[config.mk]
export PLATFORM = sky130hd
export DESIGN_NAME = ldst_agen
export DESIGN_NICKNAME = d
export VERILOG_FILES = /design/src/rtl/ldst_pkg.sv /design/src/rtl/ldst_ctrl.sv /design/src/rtl/ldst_dp.sv /design/src/rtl/ldst_agen.sv
export SDC_FILE = /design/constraint.sdc
export NUM_CORES = 1
export LEC_CHECK = 0
export BUFFER_PORTS_ARGS = -buffer_cell sky130_fd_sc_hd__buf_2
export CAP_MARGIN = 20
export CORE_AREA = 2 2 94 96
export CTS_CLUSTER_SIZE = 24
export DETAILED_ROUTE_END_ITERATION = 6
export DIE_AREA = 0 0 96 98
export GPL_TIMING_DRIVEN = 0
export PLACE_DENSITY = 0.7
export SLEW_MARGIN = 40
export SYNTH_ARGS = -nofsm -noshare
export SYNTH_HDL_FRONTEND = slang
export SYNTH_SLANG_ARGS = --single-unit
[constraint.sdc]
create_clock -name clk -period 1.7 [get_ports clk]
set_clock_uncertainty 0.05 [all_clocks]
set_input_delay 0.085 -clock clk [delete_from_list [all_inputs] [get_ports clk]]
set_output_delay 0.085 -clock clk [all_outputs]
set_load 0.005 [all_outputs]
[src/rtl/ldst_pkg.sv]
package ldst_pkg;
  localparam int XLEN   = 16;
  localparam int RIDX_W = 3;
  localparam int OPC_W  = 4;
  localparam int OFFB_W = 6;
  localparam int OFFP_W = 9;

  localparam logic [OPC_W-1:0] OP_LDREG  = 4'b0110;
  localparam logic [OPC_W-1:0] OP_STREG  = 4'b0111;
  localparam logic [OPC_W-1:0] OP_ADDRPC = 4'b1110;

  typedef struct packed {
    logic rdStb;
    logic wrStb;
    logic pcRelStb;
  } ctrl_t;
endpackage

[src/rtl/ldst_ctrl.sv]
module ldst_ctrl
  import ldst_pkg::*;
(
  input  logic             instrValid,
  input  logic [OPC_W-1:0] opcode,
  output ctrl_t            strobes
);
  always_comb begin
    strobes = '0;
    if (instrValid) begin
      case (opcode)
        OP_LDREG:  strobes.rdStb    = 1'b1;
        OP_STREG:  strobes.wrStb    = 1'b1;
        OP_ADDRPC: strobes.pcRelStb = 1'b1;
        default:   strobes = '0;
      endcase
    end
  end
endmodule

[src/rtl/ldst_dp.sv]
module ldst_dp
  import ldst_pkg::*;
#(
  parameter int W     = XLEN,
  parameter int RW    = RIDX_W,
  parameter int OFFB  = OFFB_W,
  parameter int OFFP  = OFFP_W
) (
  input  logic           clk,
  input  logic           rstN,
  input  ctrl_t          strobes,
  input  logic [11:0]    fields,
  input  logic [W-1:0]   nextPc,
  input  logic [W-1:0]   regDataA,
  input  logic [W-1:0]   regDataB,
  input  logic [W-1:0]   memRdata,
  output logic [W-1:0]   memAddr,
  output logic [W-1:0]   memWdata,
  output logic           wbEn,
  output logic [RW-1:0]  wbReg,
  output logic [W-1:0]   wbData,
  output logic           ccNeg,
  output logic           ccZero,
  output logic           ccPos
);
  localparam int DST_LO = OFFP;

  logic [W-1:0] baseOff;
  logic [W-1:0] pcOff;
  logic [W-1:0] pcSum;
  logic         wbEnQ;
  logic         fromMemQ;
  logic [RW-1:0] wbRegQ;
  logic [W-1:0] pcRelQ;

  assign baseOff  = {{(W-OFFB){fields[OFFB-1]}}, fields[OFFB-1:0]};
  assign pcOff    = {{(W-OFFP){fields[OFFP-1]}}, fields[OFFP-1:0]};
  assign memAddr  = regDataA + baseOff;
  assign memWdata = regDataB;
  assign pcSum    = nextPc + pcOff;

  always_ff @(posedge clk or negedge rstN) begin
    if (!rstN) begin
      wbEnQ    <= 1'b0;
      fromMemQ <= 1'b0;
      wbRegQ   <= '0;
      pcRelQ   <= '0;
    end else begin
      wbEnQ    <= strobes.rdStb | strobes.pcRelStb;
      fromMemQ <= strobes.rdStb;
      if (strobes.rdStb | strobes.pcRelStb)
        wbRegQ <= fields[DST_LO+RW-1:DST_LO];
      if (strobes.pcRelStb)
        pcRelQ <= pcSum;
    end
  end

  assign wbEn   = wbEnQ;
  assign wbReg  = wbRegQ;
  assign wbData = fromMemQ ? memRdata : pcRelQ;
  assign ccNeg  = wbData[W-1];
  assign ccZero = (wbData == '0);
  assign ccPos  = !ccNeg && !ccZero;

  assert_load_dest_R3: assert property (@(posedge clk) disable iff (!rstN)
    strobes.rdStb |=> wbEn && (wbReg == $past(fields[DST_LO+RW-1:DST_LO])))
    else $error("load writeback missing or misdirected");

  assert_store_no_wb_R4: assert property (@(posedge clk) disable iff (!rstN)
    strobes.wrStb |=> !wbEn)
    else $error("store produced a writeback");

  assert_flags_onehot_R7: assert property (@(posedge clk) disable iff (!rstN)
    wbEn |-> ($countones({ccNeg, ccZero, ccPos}) == 1))
    else $error("condition flags not one-hot");
endmodule

[src/rtl/ldst_agen.sv]
module ldst_agen
  import ldst_pkg::*;
(
  input  logic              clk,
  input  logic              rstN,
  input  logic              instrValid,
  input  logic [XLEN-1:0]   instr,
  input  logic [XLEN-1:0]   nextPc,
  output logic [RIDX_W-1:0] regSelA,
  output logic [RIDX_W-1:0] regSelB,
  input  logic [XLEN-1:0]   regDataA,
  input  logic [XLEN-1:0]   regDataB,
  output logic [XLEN-1:0]   memAddr,
  output logic              memRead,
  output logic              memWrite,
  output logic [XLEN-1:0]   memWdata,
  input  logic [XLEN-1:0]   memRdata,
  output logic              wbEn,
  output logic [RIDX_W-1:0] wbReg,
  output logic [XLEN-1:0]   wbData,
  output logic              ccNeg,
  output logic              ccZero,
  output logic              ccPos
);
  ctrl_t strobes;
  logic [OPC_W-1:0] opcode;

  assign opcode  = instr[XLEN-1:XLEN-OPC_W];
  assign regSelA = instr[8:6];
  assign regSelB = instr[11:9];

  ldst_ctrl ctrl_i (
    .instrValid(instrValid),
    .opcode    (opcode),
    .strobes   (strobes)
  );

  ldst_dp dp_i (
    .clk     (clk),
    .rstN    (rstN),
    .strobes (strobes),
    .fields  (instr[11:0]),
    .nextPc  (nextPc),
    .regDataA(regDataA),
    .regDataB(regDataB),
    .memRdata(memRdata),
    .memAddr (memAddr),
    .memWdata(memWdata),
    .wbEn    (wbEn),
    .wbReg   (wbReg),
    .wbData  (wbData),
    .ccNeg   (ccNeg),
    .ccZero  (ccZero),
    .ccPos   (ccPos)
  );

  assign memRead  = strobes.rdStb;
  assign memWrite = strobes.wrStb;

  assert_pcrel_no_mem_R5: assert property (@(posedge clk) disable iff (!rstN)
    (instrValid && opcode == OP_ADDRPC) |-> (!memRead && !memWrite))
    else $error("PC-relative op touched memory");

  assert_pcrel_value_R5: assert property (@(posedge clk) disable iff (!rstN)
    (instrValid && opcode == OP_ADDRPC) |=>
      (wbEn && wbData == $past(nextPc) + {{(XLEN-9){$past(instr[8])}}, $past(instr[8:0])}))
    else $error("PC-relative writeback value wrong");

  assert_other_quiet_R8: assert property (@(posedge clk) disable iff (!rstN)
    (!instrValid || !(opcode == OP_LDREG || opcode == OP_STREG || opcode == OP_ADDRPC))
      |-> (!memRead && !memWrite))
    else $error("memory strobe on idle or undecoded cycle");

  assert_other_no_wb_R8: assert property (@(posedge clk) disable iff (!rstN)
    (!instrValid || !(opcode == OP_LDREG || opcode == OP_ADDRPC)) |=> !wbEn)
    else $error("writeback without a producing issue");

  assert_wb_has_issue_R9: assert property (@(posedge clk) disable iff (!rstN)
    wbEn |-> $past(instrValid))
    else $error("writeback not tied to previous issue");
endmodule

==> impl_metrics.env <==
export IMPL_run_status="finished, violations left"
export IMPL_violations="setup timing"
export IMPL_hold_path_class="input pin to register"
export IMPL_place_hpwl_um=6723
export IMPL_syn_nets=469
export IMPL_clock_latency_ns=0.25
export IMPL_cts_sinks=21
export IMPL_yosysMostFrequentCell="nand2_1"
export IMPL_grt_pass1_vias=3114
export IMPL_syn_to_final_growth_pct=58.85
export IMPL_power_leakage_nw=2.126
export IMPL_antenna_found_initial=1
export IMPL_coreArea_mm2=0.008466
export IMPL_clock_fmax_ghz=0.5179
export IMPL_worst_pin_slew_ns=0.4578
export IMPL_slew_viol_final=0
export IMPL_totalWireLength_um=9308
export IMPL_arrival_ns=1.80
export IMPL_drive_gt1_frac=0.5300
export IMPL_wire_per_inst_um=14.89
export IMPL_grt_max_degree=22
export IMPL_fin_cells=625
export IMPL_diodes=0
export IMPL_floorplan_initialDensity=0.3390
export IMPL_nets=633
export IMPL_fin_ws_ns=-0.2310
export IMPL_drtAntennaViolNets=0
export IMPL_grt_pass1_wl_um=14160
export IMPL_dieHeight_um=98
export IMPL_grt_usage=0.1807
export IMPL_port_buffers=129
export IMPL_die_x_um=96
export IMPL_ir_worst_vdd_mv=0.3158
export IMPL_avgSynthCellArea_um2=8.108
export IMPL_synth_edff_count=0
export IMPL_crit_type="register to output pin"
export IMPL_yosys_most_used_dff="dfrtp_1"
export IMPL_period_share=1.136
export IMPL_synth_cells=354
export IMPL_drv_cap=0
export IMPL_clock_path_buffers=2
export IMPL_drt_iter0_drc=182
export IMPL_yosysWarnings=0
export IMPL_post_place_ws_ns=-0.5591
export IMPL_dieArea_mm2=0.009408
export IMPL_gp_congestion=0.8830
export IMPL_dp_cells=591
export IMPL_pwr_density_cell_mw_per_mm2=594.1
export IMPL_rsz0062_at_grt="yes"
export IMPL_synth_area_mm2=0.002870
export IMPL_synth_area_leaders="dfrtp_1 (18%), ha_1 (13%), mux2_2 (7.1%)"
export IMPL_required_ns=1.56
export IMPL_io_pin_count=146
export IMPL_drc=0
export IMPL_synth_seq_area_share=0.1831
export IMPL_synth_commonest_cells="nand2_1 (35), ha_1 (30), a21oi_1 (27), buf_4 (23), dfrtp_1 (21)"
export IMPL_ys_seq_elements=21
export IMPL_overflow=0
export IMPL_cts_clk_slew_worst_paths_ns=0.07
export IMPL_tns_ns=-1.334
export IMPL_via_per_inst=5.339
export IMPL_slew_headroom=0.6948
export IMPL_hold_viol=0
export IMPL_cts_root_buffer="clkbuf_8"
export IMPL_end_kind="output pin"
export IMPL_hold_slack_ns=0.02681
export IMPL_core_rowCount=34
export IMPL_setup_viol=15
export IMPL_yosys_area_top_type="dfrtp_1"
export IMPL_cts_tree="yes"
export IMPL_cts_max_level=1
export IMPL_synth_top_cell_area_share=0.1831
export IMPL_cts_buffers_inserted=3
export IMPL_min_period_ns=1.931
export IMPL_vias=3337
export IMPL_start_kind="register"
export IMPL_path_max_fanout=2
export IMPL_async_flop_share=1.000
export IMPL_post_synth_num_cell_types=55
export IMPL_first_pass_iters=4
==> where the power goes <==
group	switching, mW	total (mW)	internal, mW	leakage (nW)
clock network	0.145	0.312	0.167	0.0228
registers	0.0959	0.716	0.620	0.265
logic	0.779	1.68	0.902	1.84
==> per-layer routing <==
layer  GRT usage  routed length, µm
met5           0                  0
met4     0.03736                183
met3     0.02083                510
met2      0.3339               4839
met1      0.2206               3775
==> placed cells by master, fill, tap and decap left out, types with 9 or more instances in the layout <==
cell	synthesis	final
ha_1	30	9
ha_4	0	18
xor2_1	10	10
a21oi_1	27	12
dfrtp_1	21	21
nand2_1	35	32
buf_2	6	122
buf_4	23	44
buf_6	0	17
a21oi_2	0	12
nand3_1	17	16
nor2_1	12	11
mux2_2	18	17
o21ai_0	18	14
inv_1	11	11
nand4_1	9	9
a21o_1	11	11
==> cell type report <==
type / count / area, µm²
inverters: 11 / 41.29
plain buffers: 34 / 257.7
repair buffers: 161 / 1017
flip-flops and latches: 21 / 525.5
well taps: 108 / 135.1
clock buffers: 4 / 45.04
multi-input cells: 286 / 2537
fillers: 773 / 3906
==> repair_timing <==
item,in CTS,in global routing
pin swaps,24,31
gates cloned,0,1
setup endpoints to repair,26,31
endpoints found under the hold margin,22,0
hold buffers,3,0
setup buffers,15,14
resized for setup,54,64
==> state kept, by name (all words and copies together) (netlist names) <==
register       cells
dp_i.pcRelQ       16
dp_i.wbReg         3
dp_i.fromMemQ      1
dp_i.wbEn          1
==> stage by stage <==
stage	power [mW]	area (µm²)	util
finish	2.709	4559	0.5386
global route	2.924	4559	0.5386
CTS	2.521	4149	0.4901
detailed placement	2.048	3699	0.4369
global placement	2.022	3699	0.4369
floorplan	1.540	2918	-
==> worst paths after layout <==
check	start	endpoint	slack, ns	cells past startpoint
setup / recovery	dp_i.fromMemQ	ccPos	-0.23	6
hold / removal	instr[9]	dp_i.wbReg[0]	0.03	2
setup reg to reg	dp_i.pcRelQ[14]	dp_i.pcRelQ[14]	0.62	3
hold reg to reg	dp_i.pcRelQ[11]	dp_i.pcRelQ[11]	0.45	2
max in group asynchronous	rstN	dp_i.pcRelQ[14]	1.03	2
min in group asynchronous	rstN	dp_i.wbReg[0]	0.26	2
==> cells by family (layout without fill, tap and decap cells) <==
group / count (synthesis) / after routing / synth area share
buffers and inverters: 47 / 210 / 0.09459
muxes: 22 / 22 / 0.08457
adders and majority gates: 32 / 32 / 0.1447
AOI/OAI and AO/OA: 101 / 101 / 0.2354
DFF: 21 / 21 / 0.1831
and+or+nand+nor: 113 / 113 / 0.2027
xor gates and xnor gates: 18 / 18 / 0.05493
==> critical path, stage by stage, from the launching register on <==
cell and delay, ns:
dfrtp_1 0.40, buf_6 0.12, or4_4 0.48, o22ai_2 0.15, nand4_1 0.12, nor2b_1 0.15, buf_2 0.12
(Power assumes the default switching activity.)
